`config.mk`:
```
export PLATFORM = sky130hd
export DESIGN_NAME = csum_engine
export DESIGN_NICKNAME = d
export VERILOG_FILES = /design/src/rtl/csum_pkg.sv /design/src/rtl/csum_ctrl.sv /design/src/rtl/csum_addr_gen.sv /design/src/rtl/csum_accum.sv /design/src/rtl/csum_engine.sv
export SDC_FILE = /design/constraint.sdc
export NUM_CORES = 1
export LEC_CHECK = 0
export BUFFER_PORTS_ARGS = -buffer_cell sky130_fd_sc_hd__buf_4
export CORE_UTILIZATION = 59
export CTS_CLUSTER_SIZE = 8
export DETAILED_ROUTE_END_ITERATION = 12
export HOLD_SLACK_MARGIN = 0.03
export PLACE_DENSITY = 0.84
export SYNTH_ARGS = -nofsm -noshare
export SYNTH_HDL_FRONTEND = slang
export SYNTH_SLANG_ARGS = --single-unit
```
`constraint.sdc`:
```
create_clock -name clk -period 8 [get_ports clk]
set_input_delay 1.2 -clock clk [delete_from_list [all_inputs] [get_ports clk]]
set_output_delay 1.2 -clock clk [all_outputs]
set_load 0.02 [all_outputs]
```
`src/rtl/csum_pkg.sv`:
```
// Shared constants, the read-tag type and the ones' complement adder.
// Assumes byte-wide buffer data and a 16-bit checksum word.
package csum_pkg;
    localparam int unsigned BYTE_W = 8;
    localparam int unsigned WORD_W = 2 * BYTE_W;

    // Tag that travels alongside a read through the RAM latency.
    typedef struct packed {
        logic vld;
        logic last;
    } rd_tag_t;

    // Adds two words and folds the carry out of the top bit back into bit 0.
    function automatic logic [WORD_W-1:0] oc_add(input logic [WORD_W-1:0] a,
                                                  input logic [WORD_W-1:0] b);
        logic [WORD_W:0] t;
        t = {1'b0, a} + {1'b0, b};
        return t[WORD_W-1:0] + {{(WORD_W-1){1'b0}}, t[WORD_W]};
    endfunction
endpackage

```
`src/rtl/csum_ctrl.sv`:
```
// Operation control: accepts a start, holds busy and owns the done flag.
// Assumes last_summed pulses exactly once per operation, while busy.
module csum_ctrl (
    input  logic clk,
    input  logic rst_n,
    input  logic start_req,
    input  logic csum_en,
    input  logic done_clr,
    input  logic last_summed,
    output logic go,
    output logic busy,
    output logic done
);
    logic busy_q;
    logic done_q;

    // A start is taken only when idle and in checksum mode.
    assign go = start_req & csum_en & ~busy_q;

    // Busy covers both the fetch phase and the one-cycle drain.
    always_ff @(posedge clk) begin
        if (!rst_n)           busy_q <= 1'b0;
        else if (go)          busy_q <= 1'b1;
        else if (last_summed) busy_q <= 1'b0;
    end

    // Done: completion beats a software clear; a new start clears it.
    always_ff @(posedge clk) begin
        if (!rst_n)           done_q <= 1'b0;
        else if (last_summed) done_q <= 1'b1;
        else if (go)          done_q <= 1'b0;
        else if (done_clr)    done_q <= 1'b0;
    end

    assign busy = busy_q;
    assign done = done_q;


    busy_fall_done_chk: assert property (@(posedge clk) disable iff (!rst_n)
        $fell(busy_q) |-> done_q);


    busy_hold_chk: assert property (@(posedge clk) disable iff (!rst_n)
        busy_q && !last_summed |=> busy_q);
endmodule

```
`src/rtl/csum_addr_gen.sv`:
```
// Read address sequencer: walks first..last, wrapping at the ring upper bound.
// Assumes go only arrives while no walk is in progress.
module csum_addr_gen #(
    parameter int unsigned ADDR_W = 13
) (
    input  logic              clk,
    input  logic              rst_n,
    input  logic              go,
    input  logic [ADDR_W-1:0] cfg_first,
    input  logic [ADDR_W-1:0] cfg_last,
    input  logic [ADDR_W-1:0] ring_lo,
    input  logic [ADDR_W-1:0] ring_hi,
    output logic              rd_en,
    output logic [ADDR_W-1:0] rd_addr,
    output logic              rd_last
);
    logic              issuing_q;
    logic [ADDR_W-1:0] addr_q;
    logic [ADDR_W-1:0] last_q;
    logic [ADDR_W-1:0] rlo_q;
    logic [ADDR_W-1:0] rhi_q;
    logic [ADDR_W-1:0] addr_nxt;

    // Next address, with the jump from the ring top to the ring bottom.
    always_comb begin
        if (addr_q == rhi_q) addr_nxt = rlo_q;
        else                 addr_nxt = addr_q + 1'b1;
    end

    // Latch the range at start, then advance one address per clock.
    always_ff @(posedge clk) begin
        if (!rst_n) begin
            issuing_q <= 1'b0;
            addr_q    <= '0;
            last_q    <= '0;
            rlo_q     <= '0;
            rhi_q     <= '0;
        end else if (go) begin
            issuing_q <= 1'b1;
            addr_q    <= cfg_first;
            last_q    <= cfg_last;
            rlo_q     <= ring_lo;
            rhi_q     <= ring_hi;
        end else if (issuing_q) begin
            if (addr_q == last_q) issuing_q <= 1'b0;
            else                  addr_q    <= addr_nxt;
        end
    end

    assign rd_en   = issuing_q;
    assign rd_addr = addr_q;
    assign rd_last = issuing_q & (addr_q == last_q);


    addr_step_chk: assert property (@(posedge clk) disable iff (!rst_n)
        rd_en && !rd_last && (rd_addr != rhi_q)
        |=> rd_en && (rd_addr == ADDR_W'($past(rd_addr) + 1'b1)));


    ring_wrap_chk: assert property (@(posedge clk) disable iff (!rst_n)
        rd_en && !rd_last && (rd_addr == rhi_q) |=> rd_en && (rd_addr == rlo_q));
endmodule

```
`src/rtl/csum_accum.sv`:
```
// Accumulator: pairs returned bytes big-endian and keeps the folded sum.
// Assumes read data arrives exactly one clock after the tagged read.
module csum_accum
    import csum_pkg::*;
(
    input  logic              clk,
    input  logic              rst_n,
    input  logic              go,
    input  rd_tag_t           issue_tag,
    input  logic [BYTE_W-1:0] rd_data,
    output logic              last_summed,
    output logic [WORD_W-1:0] result
);
    rd_tag_t           tag_q;
    logic              phase_q;
    logic [BYTE_W-1:0] hi_q;
    logic [WORD_W-1:0] acc_q;
    logic [WORD_W-1:0] res_q;
    logic [WORD_W-1:0] word;
    logic              add_now;
    logic [WORD_W-1:0] acc_nxt;

    // Form the word: a held high byte with this byte, or this byte padded.
    always_comb begin
        if (phase_q) word = {hi_q, rd_data};
        else         word = {rd_data, {BYTE_W{1'b0}}};
        add_now = tag_q.vld & (phase_q | tag_q.last);
        acc_nxt = oc_add(acc_q, word);
    end

    // Delay the read tag by the RAM latency.
    always_ff @(posedge clk) begin
        if (!rst_n) tag_q <= '0;
        else        tag_q <= issue_tag;
    end

    // Pair bytes and accumulate; clear on every new start.
    always_ff @(posedge clk) begin
        if (!rst_n) begin
            phase_q <= 1'b0;
            hi_q    <= '0;
            acc_q   <= '0;
        end else if (go) begin
            phase_q <= 1'b0;
            acc_q   <= '0;
        end else if (tag_q.vld) begin
            if (add_now) begin
                acc_q   <= acc_nxt;
                phase_q <= 1'b0;
            end else begin
                hi_q    <= rd_data;
                phase_q <= 1'b1;
            end
        end
    end

    // Capture the complemented sum when the final byte is folded in.
    always_ff @(posedge clk) begin
        if (!rst_n)                      res_q <= '0;
        else if (tag_q.vld && tag_q.last) res_q <= ~acc_nxt;
    end

    assign last_summed = tag_q.vld & tag_q.last;
    assign result      = res_q;


    one_lat_chk: assert property (@(posedge clk) disable iff (!rst_n)
        issue_tag.vld |=> tag_q.vld);
endmodule

```
`src/rtl/csum_engine.sv`:
```
// Top: buffer-range Internet checksum engine with done/interrupt handshake.
// Assumes a synchronous byte-wide buffer RAM with one cycle of read latency.
module csum_engine
    import csum_pkg::*;
#(
    parameter int unsigned ADDR_W = 13
) (
    input  logic              clk,
    input  logic              rst_n,
    input  logic [ADDR_W-1:0] cfg_first,
    input  logic [ADDR_W-1:0] cfg_last,
    input  logic [ADDR_W-1:0] ring_lo,
    input  logic [ADDR_W-1:0] ring_hi,
    input  logic              start_req,
    input  logic              csum_en,
    input  logic              done_clr,
    input  logic              ie_dma,
    input  logic              ie_glob,
    output logic              busy,
    output logic              done,
    output logic              irq,
    output logic [BYTE_W-1:0] csum_hi,
    output logic [BYTE_W-1:0] csum_lo,
    output logic              rd_en,
    output logic [ADDR_W-1:0] rd_addr,
    input  logic [BYTE_W-1:0] rd_data
);
    logic              go;
    logic              last_summed;
    logic              rd_last;
    rd_tag_t           issue_tag;
    logic [WORD_W-1:0] result;

    csum_ctrl u_ctrl (
        .clk         (clk),
        .rst_n       (rst_n),
        .start_req   (start_req),
        .csum_en     (csum_en),
        .done_clr    (done_clr),
        .last_summed (last_summed),
        .go          (go),
        .busy        (busy),
        .done        (done)
    );

    csum_addr_gen #(.ADDR_W(ADDR_W)) u_addr (
        .clk       (clk),
        .rst_n     (rst_n),
        .go        (go),
        .cfg_first (cfg_first),
        .cfg_last  (cfg_last),
        .ring_lo   (ring_lo),
        .ring_hi   (ring_hi),
        .rd_en     (rd_en),
        .rd_addr   (rd_addr),
        .rd_last   (rd_last)
    );

    // Tag each read with its validity and whether it is the final byte.
    always_comb begin
        issue_tag.vld  = rd_en;
        issue_tag.last = rd_last;
    end

    csum_accum u_acc (
        .clk         (clk),
        .rst_n       (rst_n),
        .go          (go),
        .issue_tag   (issue_tag),
        .rd_data     (rd_data),
        .last_summed (last_summed),
        .result      (result)
    );

    assign irq     = done & ie_dma & ie_glob;
    assign csum_hi = result[WORD_W-1:BYTE_W];
    assign csum_lo = result[BYTE_W-1:0];


    busy_not_done_chk: assert property (@(posedge clk) disable iff (!rst_n)
        busy |-> !done);


    idle_no_read_chk: assert property (@(posedge clk) disable iff (!rst_n)
        rd_en |-> busy);
endmodule

```
==> results of run 1 <==
## routing by layer
layer | GRT usage, % | vias up
met1 | 41.3 | 2356
li1 | - | 2461
met2 | 44.1 | 169
met5 | 0 | -
met4 | 9.16 | 0
met3 | 3.51 | 19
## cells by family after synthesis
family / count (synthesis) / share of synthesized area (%)
AOI/OAI and AO/OA: 153 / 21.3
adders and majority gates: 20 / 4.58
muxes: 24 / 4.45
buffers and inverters: 51 / 3.60
xor gates and xnor gates: 56 / 8.72
DFF: 98 / 34.9
and+or+nand+nor: 265 / 22.5
## cell usage in the layout, fill, tap and decap left out, drive strengths merged, types with 5 or more instances in the layout
master,n
nand2,137
buf,100
dfxtp,98
a21boi,44
o21ai,29
xor2,28
xnor2,28
nand3,25
and2,21
nor2,21
ha,19
mux2i,16
o211ai,16
nor2b,13
o211a,13
nand4,13
inv,11
a22o,10
a21oi,10
clkbuf,9
mux2,8
nor4,7
and3,6
a21o,5
o21a,5
## cell type report
type / instances / area, µm²
multi-input combinational: 518 / 3470
clock buffer: 9 / 124
inverter: 8 / 30.0
sequential: 98 / 1960
clock inverter: 7 / 97.6
timing repair buffer: 100 / 751
fill: 733 / 2650
tap: 129 / 161
## power by group
group	total, mW	switching (mW)	internal, mW	leakage [nW]
clock network	0.347	0.193	0.154	0.110
logic	0.187	0.0970	0.0898	2.06
registers	0.542	0.0345	0.508	0.797
## registers in the layout (all words and copies together), names as in the netlist, 2 cells and up
signal / count
u_acc.acc_q: 16
u_acc.result: 16
u_addr.last_q: 13
u_addr.rd_addr: 13
u_addr.rhi_q: 13
u_addr.rlo_q: 13
u_acc.hi_q: 8
u_acc.tag_q: 2
## final timing paths
path,startpoint,end,slack [ns],depth (start not counted)
max,rd_data[0],u_acc.acc_q[12]$_SDFFE_PP0P_,3.44,19
min,u_acc.result[14]$_SDFFE_PN0P_,u_acc.result[14]$_SDFFE_PN0P_,0.47,2
max reg2reg,u_acc.phase_q$_SDFFE_PP0P_,u_acc.acc_q[12]$_SDFFE_PP0P_,3.47,18
min reg2reg,u_acc.result[14]$_SDFFE_PN0P_,u_acc.result[14]$_SDFFE_PN0P_,0.47,2
## worst register-to-register path, stage by stage (launching register included)
cell	delay (ns)
dfxtp_1	0.79
and2_1	0.24
ha_1	0.17
inv_1	0.06
fa_1	0.39
nand2b_1	0.19
a21o_1	0.21
a21oi_1	0.25
o41ai_1	0.16
nor2b_1	0.12
o21ai_0	0.08
nand2b_1	0.08
ha_1	0.16
ha_1	0.19
nand3_1	0.18
nor4_2	0.51
nand3_1	0.22
or3_1	0.40
nand3_1	0.07
==> out/metrics.csv, run 1 <==
stage;metric;value;unit
outcome;outcome;complete, no violations;
global_routing;grt_max_degree;84;
detailed_routing;wirelength_met1;6.84;mm
setup_path;arrival;4.87;ns
timing;max_slew_margin;31.3;%
detailed_routing;wl_per_cell;16.2;µm
setup_path;path_delay_family;simple AND/OR/NAND/NOR gates;
final_layout;final_util;71.3;%
timing;finalSetupTns;0;ns
clock_tree;cts.clk_slew.worst_paths;0.10;ns
global_routing;antenna_found_initial;0;
detailed_routing;drt_iter0_markers;262;
synthesis;ys.flop_type;dfxtp_1;
min_path;hold_class;register to register;
detailed_routing;route.detailed.drc;0;
final_layout;layout.cells.non_filler;869;
detailed_routing;wl;14.0;mm
clock_tree;postCtsSetupRepairBufs;0;
final_layout;finalNetCount;822;
detailed_routing;post_drt_via_cell_ratio;5.76;
placement;gp_congestion;0.921;
synthesis;async_reset_ff_share;0;%
detailed_routing;vias;5005;
setup_path;endpoint_kind;register;
clock_tree;h-tree-depth;3;
synthesis;ys_types;62;
detailed_routing;drtPass1Iterations;5;
global_routing;grt_usage;28.5;%
clock_tree;cts.repair.resized;0;
pwr;ir_worst_vdd;0.100;mV
global_routing;grt_pass1_wl;22.6;mm
timing;fmaxAchievable;0.219;GHz
setup_path;crit_type;input pin to register;
timing;finClkSkew;0.0134;ns
placement;hpwl;10.1;mm
timing;period_needed;4.56;ns
timing;setup_viol;0;
timing;post-route-period-util;57.0;%
setup_path;crit_required;8.30;ns
floorplan;rows;35;
setup_path;cp.buffers_inverters;2;
floorplan;ios;100;
global_routing;overflow;0;
synthesis;syn_avg_cell_area;8.43;µm²
timing;worst_slack;3.44;ns
final_layout;drive_above_1_share;19.2;%
synthesis;synth_edf_count;0;
detailed_routing;wl_met3;685;µm
clock_tree;cts_root_buf;clkbuf_8;
final_layout;stdcell_area;0.00659;mm²
placement;dpl-instance-area;0.00637;mm²
clock_tree;cts_tree;yes;
synthesis;yosysTopAreaCellShare;34.9;%
synthesis;ys_seq_elements;98;
timing;worstMarginPinSlew;1.03;ns
final_layout;n_antenna_cell;0;
synthesis;ys_top_cells_by_area;dfxtp_1 35%, nand2_1 9.1%, a21boi_0 5.9%;
floorplan;dieHeight;99.6;µm
placement;port_buffers;99;
timing;slew_viol_final;0;
pwr;finalPower;1.08;mW
setup_path;cp-start-kind;input pin;
timing;rsz0062_at_grt;false;
setup_path;slowest_delay;0.51;ns
floorplan;die_w;99.6;µm
clock_tree;cts_hold_buf;0;
floorplan;start_util;60.9;%
placement;place_inst;853;
clock_tree;cts_sinks;98;
synthesis;post-synth-top-count-cell;nand2_1;
floorplan;core_area;0.00924;mm²
pwr;p_leak;2.96;nW
final_layout;syn_to_final_growth;17.2;%
setup_path;critPathSlowestCell;nor4_2;
synthesis;seq_area_frac_synth;34.9;%
synthesis;syn_area;0.00562;mm²
floorplan;dieArea;0.00993;mm²
global_routing;first_global_vias;4571;
clock_tree;cts_buffer_depth;2;
synthesis;ys_top_cells_by_count;137 x nand2_1, 98 x dfxtp_1, 44 x a21boi_0, 38 x clkbuf_1;
clock_tree;worstSkewPairLatency;0.36;ns
clock_tree;cts_buffers;9;
pwr;p_per_area;163;mW/mm²
synthesis;yosysTopAreaCell;dfxtp_1;
timing;hold_viol_final;0;
synthesis;syn_nets;754;
setup_path;worstPathMaxFanout;4;
synthesis;postSynthCellCount;667;
placement;pre_cts_ws;3.15;ns
setup_path;worstPathCellList;buf_4 > and2_1 > ha_1 > inv_1 > fa_1 > nand2b_1 > a21o_1 > a21oi_1 > o41ai_1 > nor2b_1 > o21ai_0 > nand2b_1 > ha_1 > ha_1 > nand3_1 > nor4_2 > nand3_1 > or3_1 > nand3_1;
detailed_routing;met2_length;6.29;mm
synthesis;yosys_warnings;0;
detailed_routing;top_layer;met4;
detailed_routing;antenna_left;0;
timing;holdWs;0.466;ns
flow_run;maxCapViolations;0;
(Power assumes the default switching activity.)
==> inputs of run 2 (changes only) <==
- ABC_AREA: not set -> 1
- CORE_UTILIZATION: 59 -> 57
- PLACE_DENSITY: 0.84 -> 0.81
- clock period: 8 -> 4.58 ns (I/O delays scaled with it)
==> out/metrics.csv, run 2 <==
stage;metric;value;unit
synthesis;post-synth-top-count-cell;nand2_1;
setup_path;crit_required;4.87;ns
global_routing;grt_usage;31.7;%
floorplan;dieHeight;103;µm
synthesis;ys_types;40;
synthesis;ys_top_cells_by_count;203 x nand2_1, 154 x nor2_1, 106 x inv_1, 98 x dfxtp_1, 80 x o21ai_0;
outcome;outcome;complete, no violations;
setup_path;arrival;4.04;ns
timing;finalSetupTns;0;ns
pwr;p_seq_share;49.6;%
synthesis;yosys_warnings;0;
pwr;finalPower;1.90;mW
final_layout;final_util;69.4;%
clock_tree;cts_root_buf;clkbuf_8;
pwr;switching_share;28.7;%
flow_run;maxCapViolations;0;
timing;worstMarginPinSlew;1.19;ns
synthesis;postSynthCellCount;906;
synthesis;syn_avg_cell_area;6.45;µm²
timing;finClkSkew;0.0117;ns
detailed_routing;antenna_left;0;
timing;holdWs;0.460;ns
global_routing;grt_pass1_wl;25.2;mm
detailed_routing;drt_iter0_markers;330;
synthesis;ys_seq_elements;98;
floorplan;dieArea;0.0107;mm²
final_layout;layout_common_cells;203 x nand2_1, 153 x nor2_1, 105 x inv_1;
final_layout;final_common_cell;nand2_1;
synthesis;ys.flop_type;dfxtp_1;
timing;post-route-period-util;81.9;%
global_routing;antenna_found_initial;0;
setup_path;endpoint_kind;register;
final_layout;n_antenna_cell;0;
clock_tree;cts_buffer_depth;2;
setup_path;cp-start-kind;register;
timing;period_needed;3.75;ns
synthesis;async_reset_ff_share;0;%
timing;fmaxAchievable;0.267;GHz
synthesis;yosysTopAreaCell;dfxtp_1;
timing;rsz0062_at_grt;false;
setup_path;crit_type;register to register;
floorplan;rows;36;
final_layout;syn_to_final_growth;17.1;%
detailed_routing;drtPass1Iterations;5;
pwr;switching_power;0.545;mW
min_path;hold_class;register to register;
detailed_routing;vias;5810;
setup_path;worstPathMaxFanout;18;
synthesis;syn_nets;993;
final_layout;finalNetCount;1072;
clock_tree;cts_buffers;9;
global_routing;first_global_vias;5110;
global_routing;grt_max_degree;67;
clock_tree;postCtsSetupRepairBufs;0;
timing;slew_viol_final;0;
synthesis;seq_area_frac_synth;33.6;%
floorplan;ios;100;
pwr;comb_power_share;17.5;%
global_routing;overflow;0;
clock_tree;cts_hold_buf;0;
floorplan;core_area;0.00986;mm²
timing;max_slew_margin;20.7;%
detailed_routing;route.detailed.drc;0;
detailed_routing;wl_per_cell;14.1;µm
synthesis;syn_area;0.00585;mm²
synthesis;synth_edf_count;0;
pwr;p_per_area;278;mW/mm²
placement;hpwl;12.2;mm
clock_tree;cts_sinks;98;
floorplan;start_util;59.3;%
placement;port_buffers;99;
clock_tree;cts.repair.resized;0;
clock_tree;worstSkewPairLatency;0.39;ns
clock_tree;cts_tree;yes;
placement;gp_congestion;0.996;
floorplan;die_w;103;µm
timing;worst_slack;0.829;ns
timing;hold_viol_final;0;
final_layout;drive_above_1_share;17.3;%
pwr;power_frac_clock;33.0;%
clock_tree;cts.clk_slew.worst_paths;0.09;ns
timing;setup_viol;0;
pwr;internal_power;1.36;mW
clock_tree;h-tree-depth;3;
placement;pre_cts_ws;0.790;ns
detailed_routing;wl;15.9;mm
synthesis;ys_top_cells_by_area;dfxtp_1 34%, nand2_1 13%, nor2_1 9.9%;
pwr;p_leak;3.51;nW
synthesis;yosysTopAreaCellShare;33.6;%
pwr;ir_worst_vdd;0.292;mV
detailed_routing;post_drt_via_cell_ratio;5.17;
## run 2: changes by cell type after synthesis, sizes merged, moves of 19 or more
cell    before  now
o21ai       29   88
nand3       25   50
clkbuf      38   19
a21boi      44    0
nor2        21  162
and2        21    2
inv          8  116
a21oi       10   45
nand2      137  225
## run 2: layout make-up
type	instances	area [µm²]
Clock inverter	4	73.8
Tap cell	133	166
Fill cell	878	3020
Multi-Input combinational cell	657	3290
Clock buffer	12	145
Inverter	117	442
Timing Repair Buffer	102	766
Sequential cell	98	1960
## run 2: critical path: stages (launching register included)
cell and delay (ns):
dfxtp_1 0.68, nand2_1 0.11, inv_1 0.07, ha_1 0.21, inv_1 0.08, fa_1 0.43
inv_2 0.10, nand2_1 0.08, nand3_2 0.08, nand2_1 0.06, nand2_1 0.08, a21oi_1 0.07
o21bai_1 0.16, ha_1 0.19, ha_1 0.18, inv_1 0.05, nor2_1 0.12, nand3_2 0.11
nor2_2 0.13, nand3_2 0.12, inv_2 0.08, nand2_2 0.07, nor2_2 0.10, nand2_1 0.05
nand2_1 0.07, nand3_1 0.06, nand2_1 0.09, inv_1 0.03
## run 2: path summary, 6_finish.rpt
check / startpoint / end / slack, ns / cells past startpoint
hold reg to reg: u_addr.rlo_q[4]$_SDFFE_PN0P_ / u_addr.rlo_q[4]$_SDFFE_PN0P_ / 0.46 / 2
hold / removal: u_addr.rlo_q[4]$_SDFFE_PN0P_ / u_addr.rlo_q[4]$_SDFFE_PN0P_ / 0.46 / 2
setup / recovery: u_acc.phase_q$_SDFFE_PP0P_ / u_acc.result[14]$_SDFFE_PN0P_ / 0.83 / 27
setup reg to reg: u_acc.phase_q$_SDFFE_PP0P_ / u_acc.result[14]$_SDFFE_PN0P_ / 0.83 / 27
## run 2: power groups by stage
stage	Combinational [mW]	Clock (mW)	Sequential, mW
4_1_cts	0.329	0.635	0.940
2_1_floorplan	0.212	0	0.952
3_3_place_gp	0.325	0	0.959
3_5_place_dp	0.328	0	0.960
5_1_grt	0.373	0.667	0.947
6_report	0.332	0.626	0.942
## run 2: through the flow
step / area (µm²) / std cells
4_1_cts: 6850 / 1123
6_report: 6850 / 1123
5_1_grt: 6850 / 1123
3_3_place_gp: 6630 / 1107
3_5_place_dp: 6630 / 1107
2_1_floorplan: 5850 / 906
## run 2: logic make-up (layout without fill, tap and decap cells)
family / count (synthesis) / after routing / synth area share [%]
and+or+nand+nor: 466 / 466 / 34.7
buffers and inverters: 151 / 235 / 10.2
xor gates and xnor gates: 35 / 35 / 5.24
DFF: 98 / 98 / 33.6
adders and majority gates: 20 / 20 / 4.41
AOI/OAI and AO/OA: 136 / 136 / 11.9
## run 2: metal layers
layer,up-vias,part of all wire (%),GRT usage [%]
li1,2994,-,-
met3,27,6.5,6.59
met4,0,1.8,11.2
met5,-,0,0
met2,193,43,46.4
met1,2596,48,45.9
